--- src/rtl/spim_pkg.sv ---
`timescale 1ns/1ps
package spim_pkg;
   localparam logic [7:0] OFS_RXD   = 8'h00;
   localparam logic [7:0] OFS_TXD   = 8'h04;
   localparam logic [7:0] OFS_CTRL  = 8'h08;
   localparam logic [7:0] OFS_CLK   = 8'h1C;
   localparam logic [7:0] OFS_BURST = 8'h20;
   localparam logic [7:0] OFS_TXCNT = 8'h24;
   localparam logic [7:0] OFS_STAT  = 8'h28;

   localparam int BIT_EN    = 0;
   localparam int BIT_MST   = 1;
   localparam int BIT_CPHA  = 2;
   localparam int BIT_CPOL  = 3;
   localparam int BIT_CSLOW = 4;
   localparam int BIT_TFLSH = 8;
   localparam int BIT_RFLSH = 9;
   localparam int BIT_GO    = 10;
   localparam int BIT_CSIDX = 12;
   localparam int BIT_CSMAN = 16;
   localparam int BIT_CSLVL = 17;

   localparam int STAT_TX_LSB = 16;

   typedef enum logic [1:0] {ENG_IDLE, ENG_LOAD, ENG_RUN, ENG_BYTE} eng_state_t;

   typedef struct packed {
      logic       cs_level;
      logic       cs_manual;
      logic [1:0] cs_idx;
      logic       cs_low;
      logic       cpol;
      logic       cpha;
      logic       master;
      logic       enable;
   } ctrl_t;
endpackage

--- src/rtl/spim_fifo.sv ---
`timescale 1ns/1ps
module spim_fifo #(
   parameter int DEPTH = 64,
   parameter int W     = 8
) (
   input  logic                     clk,
   input  logic                     rst_n,
   input  logic                     flush,
   input  logic                     push,
   input  logic [W-1:0]             wdata,
   input  logic                     pop,
   output logic [W-1:0]             rdata,
   output logic [$clog2(DEPTH):0]   count,
   output logic                     full,
   output logic                     empty
);
   localparam int AW = $clog2(DEPTH);
   localparam int CW = AW + 1;

   if ((1 << AW) != DEPTH || DEPTH < 2) begin : g_bad_depth
      $error("spim_fifo: DEPTH must be a power of two and at least 2");
   end

   logic [W-1:0]  mem [DEPTH];
   logic [AW-1:0] wp, rp;
   logic          do_push, do_pop;

   assign full    = (count == CW'(DEPTH));
   assign empty   = (count == '0);
   assign do_push = push && !full && !flush;
   assign do_pop  = pop && !empty && !flush;
   assign rdata   = mem[rp];

   always_ff @(posedge clk or negedge rst_n) begin
      if (!rst_n) begin
         wp    <= '0;
         rp    <= '0;
         count <= '0;
      end else if (flush) begin
         wp    <= '0;
         rp    <= '0;
         count <= '0;
      end else begin
         if (do_push) wp <= wp + AW'(1);
         if (do_pop)  rp <= rp + AW'(1);
         count <= count + CW'(do_push) - CW'(do_pop);
      end
   end

   always_ff @(posedge clk) begin
      if (do_push) mem[wp] <= wdata;
   end
endmodule

--- src/rtl/spim_shift.sv ---
`timescale 1ns/1ps
module spim_shift
   import spim_pkg::*;
#(
   parameter int CNT_W = 24,
   parameter int DIV_W = 8
) (
   input  logic             clk,
   input  logic             rst_n,
   input  logic             start,
   input  logic [CNT_W-1:0] burst_len,
   input  logic [CNT_W-1:0] tx_len,
   input  logic [DIV_W-1:0] div,
   input  logic             cpol,
   input  logic             cpha,
   input  logic [7:0]       tx_data,
   input  logic             tx_empty,
   output logic             tx_pop,
   output logic             rx_push,
   output logic [7:0]       rx_data,
   output logic             done,
   output logic             sclk,
   output logic             mosi,
   input  logic             miso
);
   eng_state_t       st;
   logic [CNT_W-1:0] sent;
   logic [DIV_W-1:0] hp;
   logic [3:0]       edge_n;
   logic [7:0]       tsh, rsh;
   logic             sclk_q;
   logic             use_fifo, sample_now;
   logic [7:0]       next_byte;

   assign use_fifo   = (sent < tx_len) && !tx_empty;
   assign next_byte  = use_fifo ? tx_data : 8'h00;
   assign sample_now = (edge_n[0] == cpha);
   assign tx_pop     = (st == ENG_LOAD) && use_fifo;
   assign rx_push    = (st == ENG_BYTE);
   assign rx_data    = rsh;
   assign sclk       = (st == ENG_IDLE) ? cpol : sclk_q;

   always_ff @(posedge clk or negedge rst_n) begin
      if (!rst_n) begin
         st     <= ENG_IDLE;
         sent   <= '0;
         hp     <= '0;
         edge_n <= '0;
         tsh    <= '0;
         rsh    <= '0;
         sclk_q <= 1'b0;
         mosi   <= 1'b0;
         done   <= 1'b0;
      end else begin
         done <= 1'b0;
         unique case (st)
            ENG_IDLE: begin
               sclk_q <= cpol;
               if (start) begin
                  sent <= '0;
                  if (burst_len == '0) done <= 1'b1;
                  else                 st   <= ENG_LOAD;
               end
            end
            ENG_LOAD: begin
               hp     <= '0;
               edge_n <= '0;
               if (cpha) begin
                  tsh <= next_byte;
               end else begin
                  mosi <= next_byte[7];
                  tsh  <= {next_byte[6:0], 1'b0};
               end
               st <= ENG_RUN;
            end
            ENG_RUN: begin
               if (hp == div) begin
                  hp     <= '0;
                  sclk_q <= ~sclk_q;
                  edge_n <= edge_n + 4'd1;
                  if (sample_now) begin
                     rsh <= {rsh[6:0], miso};
                  end else begin
                     mosi <= tsh[7];
                     tsh  <= {tsh[6:0], 1'b0};
                  end
                  if (edge_n == 4'd15) st <= ENG_BYTE;
               end else begin
                  hp <= hp + DIV_W'(1);
               end
            end
            ENG_BYTE: begin
               sent <= sent + CNT_W'(1);
               if (sent + CNT_W'(1) == burst_len) begin
                  done <= 1'b1;
                  st   <= ENG_IDLE;
               end else begin
                  st <= ENG_LOAD;
               end
            end
            default: st <= ENG_IDLE;
         endcase
      end
   end
endmodule

--- src/rtl/spim_burst_core.sv ---
`timescale 1ns/1ps
module spim_burst_core
   import spim_pkg::*;
#(
   parameter int FIFO_DEPTH = 64,
   parameter int NUM_CS     = 4,
   parameter int CNT_W      = 24,
   parameter int DIV_W      = 8
) (
   input  logic              clk,
   input  logic              rst_n,
   input  logic              reg_wr,
   input  logic              reg_rd,
   input  logic [7:0]        reg_addr,
   input  logic [31:0]       reg_wdata,
   output logic [31:0]       reg_rdata,
   output logic              spi_sclk,
   output logic              spi_mosi,
   input  logic              spi_miso,
   output logic [NUM_CS-1:0] spi_cs
);
   localparam int CW = $clog2(FIFO_DEPTH) + 1;

   if (NUM_CS < 1 || NUM_CS > 4) begin : g_bad_cs
      $error("spim_burst_core: NUM_CS must be 1..4");
   end
   if (CW > 8) begin : g_bad_depth
      $error("spim_burst_core: FIFO_DEPTH must not exceed 128");
   end
   if (CNT_W < 8 || CNT_W > 32 || DIV_W < 1 || DIV_W > CNT_W) begin : g_bad_w
      $error("spim_burst_core: CNT_W must be 8..32 and DIV_W 1..CNT_W");
   end

   ctrl_t            ctl;
   logic             xch_q, tfrst_q, rfrst_q;
   logic [DIV_W-1:0] div_q;
   logic [CNT_W-1:0] burst_q, txlen_q;
   logic             wr_ctrl, start;
   logic             tx_push, tx_pop, tx_full, tx_empty;
   logic             rx_pop, rx_push_raw, rx_push, rx_full, rx_empty;
   logic [7:0]       tx_head, rx_head, rx_byte;
   logic [CW-1:0]    tx_count, rx_count;
   logic             eng_done;
   logic [31:0]      ctrl_rd, stat_rd;

   if (CNT_W < 32) begin : g_unused_hi
      logic unused_hi;
      assign unused_hi = ^reg_wdata[31:CNT_W];
   end

   assign wr_ctrl = reg_wr && (reg_addr == OFS_CTRL);
   assign start   = wr_ctrl && reg_wdata[BIT_GO] && reg_wdata[BIT_EN]
                    && reg_wdata[BIT_MST] && !xch_q;
   assign tx_push = reg_wr && (reg_addr == OFS_TXD) && !tx_full;
   assign rx_pop  = reg_rd && (reg_addr == OFS_RXD) && !rx_empty;
   assign rx_push = rx_push_raw && !rx_full;

   always_ff @(posedge clk or negedge rst_n) begin
      if (!rst_n) begin
         ctl     <= '{cs_low: 1'b1, default: '0};
         xch_q   <= 1'b0;
         tfrst_q <= 1'b0;
         rfrst_q <= 1'b0;
         div_q   <= '0;
         burst_q <= '0;
         txlen_q <= '0;
      end else begin
         tfrst_q <= wr_ctrl && reg_wdata[BIT_TFLSH];
         rfrst_q <= wr_ctrl && reg_wdata[BIT_RFLSH];
         if (start)         xch_q <= 1'b1;
         else if (eng_done) xch_q <= 1'b0;
         if (wr_ctrl) begin
            ctl.enable    <= reg_wdata[BIT_EN];
            ctl.master    <= reg_wdata[BIT_MST];
            ctl.cpha      <= reg_wdata[BIT_CPHA];
            ctl.cpol      <= reg_wdata[BIT_CPOL];
            ctl.cs_low    <= reg_wdata[BIT_CSLOW];
            ctl.cs_idx    <= reg_wdata[BIT_CSIDX +: 2];
            ctl.cs_manual <= reg_wdata[BIT_CSMAN];
            ctl.cs_level  <= reg_wdata[BIT_CSLVL];
         end
         if (reg_wr && reg_addr == OFS_CLK)   div_q   <= reg_wdata[DIV_W-1:0];
         if (reg_wr && reg_addr == OFS_BURST) burst_q <= reg_wdata[CNT_W-1:0];
         if (reg_wr && reg_addr == OFS_TXCNT) txlen_q <= reg_wdata[CNT_W-1:0];
      end
   end

   spim_fifo #(.DEPTH(FIFO_DEPTH), .W(8)) i_txq (
      .clk(clk), .rst_n(rst_n), .flush(tfrst_q),
      .push(tx_push), .wdata(reg_wdata[7:0]),
      .pop(tx_pop), .rdata(tx_head),
      .count(tx_count), .full(tx_full), .empty(tx_empty)
   );

   spim_fifo #(.DEPTH(FIFO_DEPTH), .W(8)) i_rxq (
      .clk(clk), .rst_n(rst_n), .flush(rfrst_q),
      .push(rx_push), .wdata(rx_byte),
      .pop(rx_pop), .rdata(rx_head),
      .count(rx_count), .full(rx_full), .empty(rx_empty)
   );

   spim_shift #(.CNT_W(CNT_W), .DIV_W(DIV_W)) i_eng (
      .clk(clk), .rst_n(rst_n), .start(start),
      .burst_len(burst_q), .tx_len(txlen_q), .div(div_q),
      .cpol(ctl.cpol), .cpha(ctl.cpha),
      .tx_data(tx_head), .tx_empty(tx_empty), .tx_pop(tx_pop),
      .rx_push(rx_push_raw), .rx_data(rx_byte), .done(eng_done),
      .sclk(spi_sclk), .mosi(spi_mosi), .miso(spi_miso)
   );

   for (genvar i = 0; i < NUM_CS; i++) begin : g_cs
      assign spi_cs[i] = (ctl.cs_idx != 2'(i)) ? ctl.cs_low :
                         ctl.cs_manual         ? ctl.cs_level :
                         (xch_q ? ~ctl.cs_low : ctl.cs_low);
   end

   always_comb begin
      ctrl_rd                  = '0;
      ctrl_rd[BIT_EN]          = ctl.enable;
      ctrl_rd[BIT_MST]         = ctl.master;
      ctrl_rd[BIT_CPHA]        = ctl.cpha;
      ctrl_rd[BIT_CPOL]        = ctl.cpol;
      ctrl_rd[BIT_CSLOW]       = ctl.cs_low;
      ctrl_rd[BIT_TFLSH]       = tfrst_q;
      ctrl_rd[BIT_RFLSH]       = rfrst_q;
      ctrl_rd[BIT_GO]          = xch_q;
      ctrl_rd[BIT_CSIDX +: 2]  = ctl.cs_idx;
      ctrl_rd[BIT_CSMAN]       = ctl.cs_manual;
      ctrl_rd[BIT_CSLVL]       = ctl.cs_level;
      stat_rd                  = '0;
      stat_rd[CW-1:0]          = rx_count;
      stat_rd[STAT_TX_LSB +: CW] = tx_count;
   end

   always_comb begin
      unique case (reg_addr)
         OFS_RXD:   reg_rdata = {24'h0, rx_head};
         OFS_CTRL:  reg_rdata = ctrl_rd;
         OFS_CLK:   reg_rdata = 32'(div_q);
         OFS_BURST: reg_rdata = 32'(burst_q);
         OFS_TXCNT: reg_rdata = 32'(txlen_q);
         OFS_STAT:  reg_rdata = stat_rd;
         default:   reg_rdata = '0;
      endcase
   end
endmodule

--- config.mk ---
export PLATFORM = sky130hd
export DESIGN_NAME = spim_burst_core
export DESIGN_NICKNAME = d
export VERILOG_FILES = /design/src/rtl/spim_pkg.sv /design/src/rtl/spim_fifo.sv /design/src/rtl/spim_shift.sv /design/src/rtl/spim_burst_core.sv
export SDC_FILE = /design/constraint.sdc
export NUM_CORES = 1
export LEC_CHECK = 0
export BUFFER_PORTS_ARGS = -buffer_cell sky130_fd_sc_hd__buf_2
export CORE_ASPECT_RATIO = 0.6
export CORE_MARGIN = 2
export CORE_UTILIZATION = 49
export DETAILED_ROUTE_END_ITERATION = 10
export GPL_ROUTABILITY_DRIVEN = 1
export GPL_TIMING_DRIVEN = 0
export PLACE_DENSITY = 0.63
export SLEW_MARGIN = 20
export SYNTH_ARGS = -nofsm -noshare
export SYNTH_HDL_FRONTEND = slang
export SYNTH_SLANG_ARGS = --single-unit
--- constraint.sdc ---
create_clock -name clk -period 7.8 [get_ports clk]
set_input_delay 0.78 -clock clk [delete_from_list [all_inputs] [get_ports clk]]
set_output_delay 0.78 -clock clk [all_outputs]
set_load 0.005 [all_outputs]
### Word level (Yosys, flattened, before mapping)

Memories as Yosys holds them, arrays and structs flattened.
Cells that the tools add are included.

| storage, ports and cells | value |
|---|---|
| bits in registers | 163 |
| latch bits | 0 |
| memory bits (writable) | 1,024 |
| ROM bits | 0 |
| input bits | 45 |
| output and inout port bits | 38 |
| word-level logic and storage cells | 173 |
| memories | 2 |

Memories:

| name | depth | width | read ports | clocked after Yosys merged registers in | wr ports | RTL line | RTL |
|---|---|---|---|---|---|---|---|
| i_rxq.mem | 64 | 8 | 1 | 0 | 1 | spim_fifo.sv:24 | `logic [W-1:0] mem [DEPTH];` |
| i_txq.mem | 64 | 8 | 1 | 0 | 1 | spim_fifo.sv:24 |  |

| cells by class | value |
|---|---|
| $add $sub $neg | 11 |
| multiply operators | 0 |
| divide/modulo/power cells | 0 |
| order comparisons | 1 |
| equality and inequality tests | 24 |
| shifts and indexed selects | 0 |
| multiplexer cells | 51 |
| bitwise gates (word level) | 2 |
| reduce and logical (&&, ||, !) cells | 53 |

Operators by type and width:

| cell | count |
|---|---|
| one-hot mux 24 bit (6 select lines) | 1 |
| 2-to-1 mux 6 bit | 8 |
| one-hot mux 24 bit (2 select lines) | 1 |
| 2-to-1 mux 8 bit | 5 |
| one-hot mux 8 bit (2 select lines) | 2 |
| logical AND 1 bit | 25 |
| adder 24 x 1 -> 24 bit (second input constant) | 1 |
| adder 6 x 1 -> 6 bit (second input constant) | 4 |
| equality test 24 bit | 1 |
| equality test 8 x 6 -> 1 bit (second input constant) | 3 |
| zero test 24 bit | 1 |
| < comparator 24 bit | 1 |
| 2-to-1 mux 24 bit | 1 |
| 2-to-1 mux 1 bit | 21 |
| nonzero test 2 bit | 9 |
| adder 7 x 1 -> 7 bit | 2 |
| equality test 7 bit (second input constant) | 2 |
| zero test 7 bit | 2 |
| 2-to-1 mux 7 bit | 2 |
| subtractor 7 x 1 -> 7 bit | 2 |
| != test 2 bit (second input constant) | 5 |
| adder 8 x 1 -> 8 bit (second input constant) | 1 |
| equality test 8 x 3 -> 1 bit (second input constant) | 1 |
| equality test 8 x 4 -> 1 bit (second input constant) | 1 |
| other kinds (20) | 40 |

### Longest topological paths before layout

Gate-level depths: netlist of the first run.

| depth | value |
|---|---|
| depth in word-level cells | 8 |
| depth in mapped cells | 22 |
| depth with buffers taken out | 21 |

### Hierarchy

Synthesis of the first run repeated with hierarchy kept, for this count alone.

| second synthesis, totals | value |
|---|---|
| cells, all modules | 2,883 |
| area, all modules | 50,124.3 um^2 |

Modules (own cells, without submodules):

| module | instances | cells an instance | area each (um^2) | seq. area each (um^2) |
|---|---|---|---|---|
| spim_fifo at i_rxq | 1 | 1,031 | 20,953.8 | 15,850.2 |
| spim_fifo at i_txq | 1 | 1,031 | 20,952.6 | 15,850.2 |
| spim_shift | 1 | 539 | 4,590.7 | 1,426.4 |
| spim_burst_core | 1 | 282 | 3,627.2 | 1,702.9 |

### Worst setup path before layout of the first run

Ideal clock, no wire load.

| timing | value |
|---|---|
| kind | input-to-reg |
| start point | in reg_addr[7] |
| end point | reg i_rxq.count[6] |
| setup time | 78 ps |
| data arrival time | 4,133 ps |
| data required time | 7,722 ps |
| setup slack | 3,589 ps |
| stages on the path | 15 |
| path buffers | 1 |
| cells stage by stage | or4_4 > or3_1 > clkbuf_1 > nor3_1 > nor2b_1 > ha_1 > inv_1 > ha_1 > fa_1 > a21oi_1 > o21bai_1 > a21oi_1 > nor2_1 > or3_1 > a21oi_1 |

| on the way | value |
|---|---|
| cells in the longest elaborated chain, start to end | 7 |

RTL lines:

| element | RTL line | RTL |
|---|---|---|
| start: declaration | spim_burst_core.sv:14 | `input logic [7:0] reg_addr,` |
| zero test 8 bit | spim_burst_core.sv:55 | `assign rx_pop = reg_rd && (reg_addr == OFS_RXD) && !rx_empty;` |
| logical AND 1 bit (2 in series) | spim_burst_core.sv:55 |  |
| logical AND 1 bit (2 in series) | spim_fifo.sv:31 | `assign do_pop = pop && !empty && !flush;` |
| subtractor 7 x 1 -> 7 bit | spim_fifo.sv:46 | `count <= count + CW'(do_push) - CW'(do_pop);` |
| 2-to-1 mux 7 bit | spim_fifo.sv:39 | `end else if (flush) begin` |
| end signal: assignment | spim_fifo.sv:46 |  |
| end: declaration | spim_fifo.sv:13 | `output logic [$clog2(DEPTH):0] count,` |

No other way between the ends.
A chain may end at the register's enable or synchronous reset.

### Worst setup path in the final report of the first run

| timing | value |
|---|---|
| start point | reg i_rxq.rp[1] |
| end point | out reg_rdata[7] |

| on the way | value |
|---|---|
| cells in the longest elaborated chain, start to end | 2 |

RTL lines:

| element | RTL line | RTL |
|---|---|---|
| start: declaration | spim_fifo.sv:25 | `logic [AW-1:0] wp, rp;` |
| start signal: assignment | spim_fifo.sv:45 | `if (do_pop) rp <= rp + AW'(1);` |
| memory (64 x 8 bit) | n/a |  |
| one-hot mux 24 bit (6 select lines) | spim_burst_core.sv:136 | `unique case (reg_addr)` |
| end: declaration | spim_burst_core.sv:16 | `output logic [31:0] reg_rdata,` |

No other way between the ends.

==> impl_metrics.toml, run 1 <==
[floorplanning]
core_area_um2 = 100000
die_x_um = 415
std_cell_rows = 90
initial_core_util = 0.494
die_h_um = 250
num_io_pins = 83
die-area_um2 = 104000

[worst_setup_path]
ff2ff_path_depth = 20
cp-end-kind = "output pin"
arrival_ps = 5140
crit_type = "register to output pin"
start_kind = "register"
cp.required_ps = 7020
worstPathMaxFanout = 10

[drt]
post_drt_wl_per_cell_um = 30.8
vias = 29300
postRouteAntennaNets = 0
drt_iter0_drc = 4708
routed_wirelength_um = 140000
drcViolationCount = 0
via_per_inst = 6.44
dr.pass1.iters = 8

[logic_synthesis]
synth_xor_area_frac = 0.0129
ys.warnings.count = 0
ys_async_sr_fraction = 0.137
synth_top_family_by_area = "multiplexers"
synth_top_area_frac = 0.620
yosys.area.top_type = "edfxtp_1"
synth_edf_count = 1024
synthSimpleGateAreaFrac = 0.0520
muxShareOfSynthArea = 0.142
ys_ff_latch = 1187
postSynthCellCount = 2938
synth-compound-area-share = 0.0553
syn_area_um2 = 49600
ys.flop_type = "edfxtp_1"
syn_area_per_cell_um2 = 16.9
ys_seq_area_frac = 0.702
synthTopCellsByArea = "edfxtp_1 (62%), mux4_2 (9.2%), dfrtp_1 (8.2%)"
synthDistinctLibCells = 76
synth_fa_ha_area_frac = 0.0139

[hold_path]
min_path_cells = 2
hp-class = "input pin to register"

[global_routing]
antenna_found_initial = 7
grt_max_degree = 96
grt_use_total = 0.269
grt.overflow.total = 0
grt_pass1_wl_um = 200000
first_global_vias = 27800

[cts]
cts_buffers = 108
clk_latency_ps = 760
path_clk_slew_ps = 70
cts_resized = 0
cts_setup_buffers = 0
max-clock-path-buffers = 3
cts_sinks = 1187
cts_max_level = 3
clockRootBuffer = "clkbuf_16"
cts_tree = "yes"

[run_status]
outcome = "finished, final reports clean"

[sta]
setup_viol = 0
setup_tns_ps = 0
max_slew_margin = 0.203
setup_ws_ps = 1880
fin_crit_ps = 5920
clock.fmax_mhz = 169
drv_slew = 0
holdWs_ps = 257
clock_skew_ps = 81.1
rsz0062_at_grt = "false"
period_share = 0.758
hold_viol_final = 0
worst_slew_pin_slew_ps = 1190

[cells_and_area]
layout_commonest_cell = "edfxtp_1"
layout_common_cells = "edfxtp_1 (1,024), nor2_1 (225), mux4_2 (203)"
nNetsFinal = 3230
layout-drive-gt1-share = 0.189
area_delta_synth_final_pct = 11.9

[place]
post-place-ws_ps = 2710
gp_congestion = 0.970
dpl.hpwl_um = 95400
io_buffers = 65

[power]
ir_drop_uv = 211
power.density_nw_per_um2 = 321
power.leakage_uw = 0.0186

[flow_run]
cap_violations = 0
logic make-up after synthesis:
| kind of cell | after synthesis |
|---|---|
| compound gates | 388 |
| buf+inv | 239 |
| flops | 1187 |
| other cells | 1 |
| fa+ha+maj | 54 |
| simple gates | 556 |
| xor+xnor | 73 |
| mux | 440 |
through the flow:
step	std cells	cell area [µm²]	power [µW]	util
final	4558	55500	17800	0.553
after global routing	4555	55500	18400	0.553
after CTS	4553	55500	17700	0.552
after detailed placement	4353	51900	12300	0.516
after global placement	4344	51600	12200	0.514
after floorplan	2945	49600	10500	-
path summary, 6_finish.rpt:
kind | end | slack (ps) | startpoint
worst max register to register | i_txq.count[6] | 3080 | i_eng.sent[19]
worst max-delay path | reg_rdata[7] | 1880 | i_rxq.rp[1]
worst min-delay path | i_eng.rx_data[0] | 260 | spi_miso
min in group asynchronous | i_eng.rx_data[1] | 560 | rst_n
worst min register to register | xch_q | 440 | i_eng.done
max in group asynchronous | ctl[5] | 6270 | rst_n
routing by layer:
layer  vias up  share of wire  track usage
met5         -        0.00024            0
met1     15200           0.45        0.436
met3       190           0.13       0.0904
met4         2          0.015       0.0440
met2      1880           0.40        0.354
li1      12100              -            -
area by class of cell:
class,instances,area (µm²)
clock inverter,58,669
fill,7732,44900
clock buffer,141,2960
antenna,4,10.0
timing repair buffer,76,557
tap,1334,1670
inverter,73,274
multi-input combinational,1519,13700
buffer,166,802
sequential,1187,34800
synth_stat cells, types with 24 or more instances:
| cell type | count |
|---|---|
| edfxtp_1 | 1024 |
| nor2_1 | 225 |
| mux4_2 | 203 |
| dfrtp_1 | 162 |
| mux2i_1 | 159 |
| nand2_1 | 124 |
| clkbuf_1 | 85 |
| mux2_2 | 78 |
| a21oi_1 | 75 |
| inv_1 | 72 |
| o21ai_0 | 65 |
| ha_1 | 52 |
| xnor2_1 | 48 |
| o221ai_1 | 46 |
| nand3_1 | 44 |
| buf_2 | 34 |
| nand4_1 | 30 |
| xor2_1 | 25 |
| nor3_1 | 24 |
power by group:
part	internal [µW]	switching [µW]	leakage, µW
logic	1560	2860	0.00545
registers	7520	398	0.0114
clock network	3000	2460	0.00177
critical path, cell delays in order (launching register included):
cell and delay, ps:
dfrtp_1 410, clkbuf_1 540, clkbuf_1 740, clkbuf_1 910, mux4_2 480, o22ai_1 420, a211oi_1 150, a21oi_1 160
o21a_1 150, o21ai_0 190, buf_2 200
state kept, by name, indices dropped and copies added (netlist names), 6 cells and up:
name / cells
i_txq.mem: 512
i_rxq.mem: 512
div_q: 8
i_rxq.rp: 6
txlen_q: 24
burst_q: 24
i_rxq.wp: 6
i_eng.hp: 8
i_txq.rp: 6
i_rxq.count: 7
i_eng.tsh: 8
ctl: 9
i_txq.wp: 6
i_eng.sent: 24
i_txq.count: 7
i_eng.rx_data: 8
what timing repair did:
item,in CTS,in global routing
hold endpoints to repair,13,0
hold buffers,1,0
setup endpoints to repair,0,0
No activity file was read; power rests on OpenSTA's default activity.
==> inputs of run 2 (changes only) <==
--- a/config.mk
+++ b/config.mk
@@ -12,7 +12,7 @@
 export DETAILED_ROUTE_END_ITERATION = 10
 export GPL_ROUTABILITY_DRIVEN = 1
 export GPL_TIMING_DRIVEN = 0
-export PLACE_DENSITY = 0.63
+export PLACE_DENSITY = 0.65
 export SLEW_MARGIN = 20
 export SYNTH_ARGS = -nofsm -noshare
 export SYNTH_HDL_FRONTEND = slang
==> constraint.sdc (replaced) <==
create_clock -name clk -period 5.3 [get_ports clk]
set_input_delay 0.53 -clock clk [delete_from_list [all_inputs] [get_ports clk]]
set_output_delay 0.53 -clock clk [all_outputs]
set_load 0.005 [all_outputs]
==> run 2 against run 1 <==
Against the previous run:
- wire length fell by 1.4%
- final cell count is essentially flat
- first-iteration DRC count shrank 5.2%
==> impl_metrics.toml, run 2 (same netlist as run 1, synthesis figures left out) <==
[global_routing]
first_global_vias = 28100
grt_pass1_wl_um = 198000
grt.overflow.total = 0
grt_max_degree = 91
antenna_found_initial = 1
grt_use_total = 0.265

[power]
power.density_nw_per_um2 = 473
ir_drop_uv = 330
power.leakage_uw = 0.0186

[cells_and_area]
fill_cells = 7737
area_delta_synth_final_pct = 12.0
nNetsFinal = 3227
finalCoreUtilization = 0.553
layout_commonest_cell = "edfxtp_1"
layout_common_cells = "edfxtp_1 (1,024), nor2_1 (225), mux4_2 (203)"
layout-drive-gt1-share = 0.190
multi_input_area_um2 = 13700
antenna_cells = 0
regArea_um2 = 34800
reg.largest.list = "i_rxq.mem (512), i_txq.mem (512)"

[place]
gp_congestion = 0.928
dpl.hpwl_um = 95300
io_buffers = 65

[floorplanning]
core_area_um2 = 100000
std_cell_rows = 90
num_io_pins = 83
initial_core_util = 0.494
die-area_um2 = 104000
die_h_um = 250
die_x_um = 415

[worst_setup_path]
worstPathMaxFanout = 10
crit_type = "register to output pin"
r2r-start = "i_eng.sent[11]"
cp_cell_sequence = "clkbuf_1, clkbuf_1, mux4_2, o22ai_1, a211oi_1, a21oi_1, o22a_1, nand3_1, buf_2"
arrival_ps = 4750
critPathMaxStageDelay_ps = 880
cp.required_ps = 4770
start_kind = "register"
critPathMostFrequentCell = "clkbuf_1"
critPathSlowestCell = "clkbuf_1"
crit_path_start = "i_rxq.rp[1]"
cp-end-kind = "output pin"

[cts]
cts_tree = "yes"
max-clock-path-buffers = 3
cts_sinks = 1187
clk_latency_ps = 730
cts_buffers = 105
path_clk_slew_ps = 70
clockRootBuffer = "clkbuf_16"
cts_max_level = 3

[drt]
routed-wl-met3_um = 18100
route.top_layer_used = "met4"
dr.pass1.iters = 9
wl_met2_um = 55800
drcViolationCount = 0
vias = 29500
post_drt_wl_per_cell_um = 30.4
met1Wirelength_um = 61900
postRouteAntennaNets = 0
via_per_inst = 6.47
routed_wirelength_um = 139000
drt_iter0_drc = 4463

[sta]
setup_viol = 0
max_slew_margin = 0.254
fin_crit_ps = 5280
drv_slew = 0
clock_skew_ps = 35.4
rsz0062_at_grt = "false"
period_share = 0.996
hold_viol_final = 0
worst_slew_pin_slew_ps = 1120
setup_tns_ps = 0
clock.fmax_mhz = 189

[hold_path]
min_from = "spi_miso"
hp-class = "input pin to register"

[run_status]
outcome = "finished, final reports clean"

[flow_run]
cap_violations = 0
-- run 2: cell types whose count changed in the layout (fill, tap and decap cells not counted), moves of 3 or more --
cell	change
clkinvlp_4	+3
diode_2	-4
clkinv_16	-5
bufinv_16	+7
-- run 2: timing repair --
action                                 4_1_cts  5_1_grt
buffers inserted                             0        0
hold buffers                                 1        0
endpoints found under the hold margin       73        0
setup endpoints to repair                    6        0
gates resized for setup                      5        0
-- run 2: power by group --
part           total (µW)  internal [µW]  switching, µW
clock network        8180           4680           3500
registers           11600          11100            502
logic                6540           2310           4240
-- run 2: worst max-delay path: cells and delay by family, from the launching register on --
kind	cells	cell delay (ps)
buf+inv	3	1660
compound gates	4	1240
flops	1	370
mux	1	450
simple gates	1	270
-- run 2: routing by layer --
metal  vias up  GRT usage
li1      12100          -
met1     15400      0.429
met2      1821      0.346
met3       191     0.0873
met4         0     0.0550
met5         -          0
-- run 2: path summary, 6_finish.rpt --
check	cells past startpoint	to	slack, ps
hold / removal	2	i_eng.rx_data[0]	50
setup reg to reg	20	i_txq.count[6]	730
max in group asynchronous	3	i_txq.rp[4]	4000
setup / recovery	9	reg_rdata[1]	20
hold reg to reg	1	xch_q	440
min in group asynchronous	2	i_eng.rx_data[0]	380
-- run 2: cell type report --
class | instances | share of cell area
sequential | 1187 | 0.627
timing repair buffer | 76 | 0.0102
multi-input combinational | 1519 | 0.247
inverter | 73 | 0.00493
buffer | 166 | 0.0147
clock inverter | 58 | 0.0131
tap | 1334 | 0.0300
clock buffer | 141 | 0.0528
-- run 2: through the flow --
step	hold slack, ps	instance area, µm²	power (µW)	setup WS, ps	cells
final	46.5	55600	26300	21.0	4554
after global routing	23.1	55600	27100	57.4	4554
after CTS	9.23	55600	26200	134	4554
after detailed placement	425	51900	18100	523	4354
after global placement	420	51600	17800	400	4344
after floorplan	234	49600	15400	1340	2945
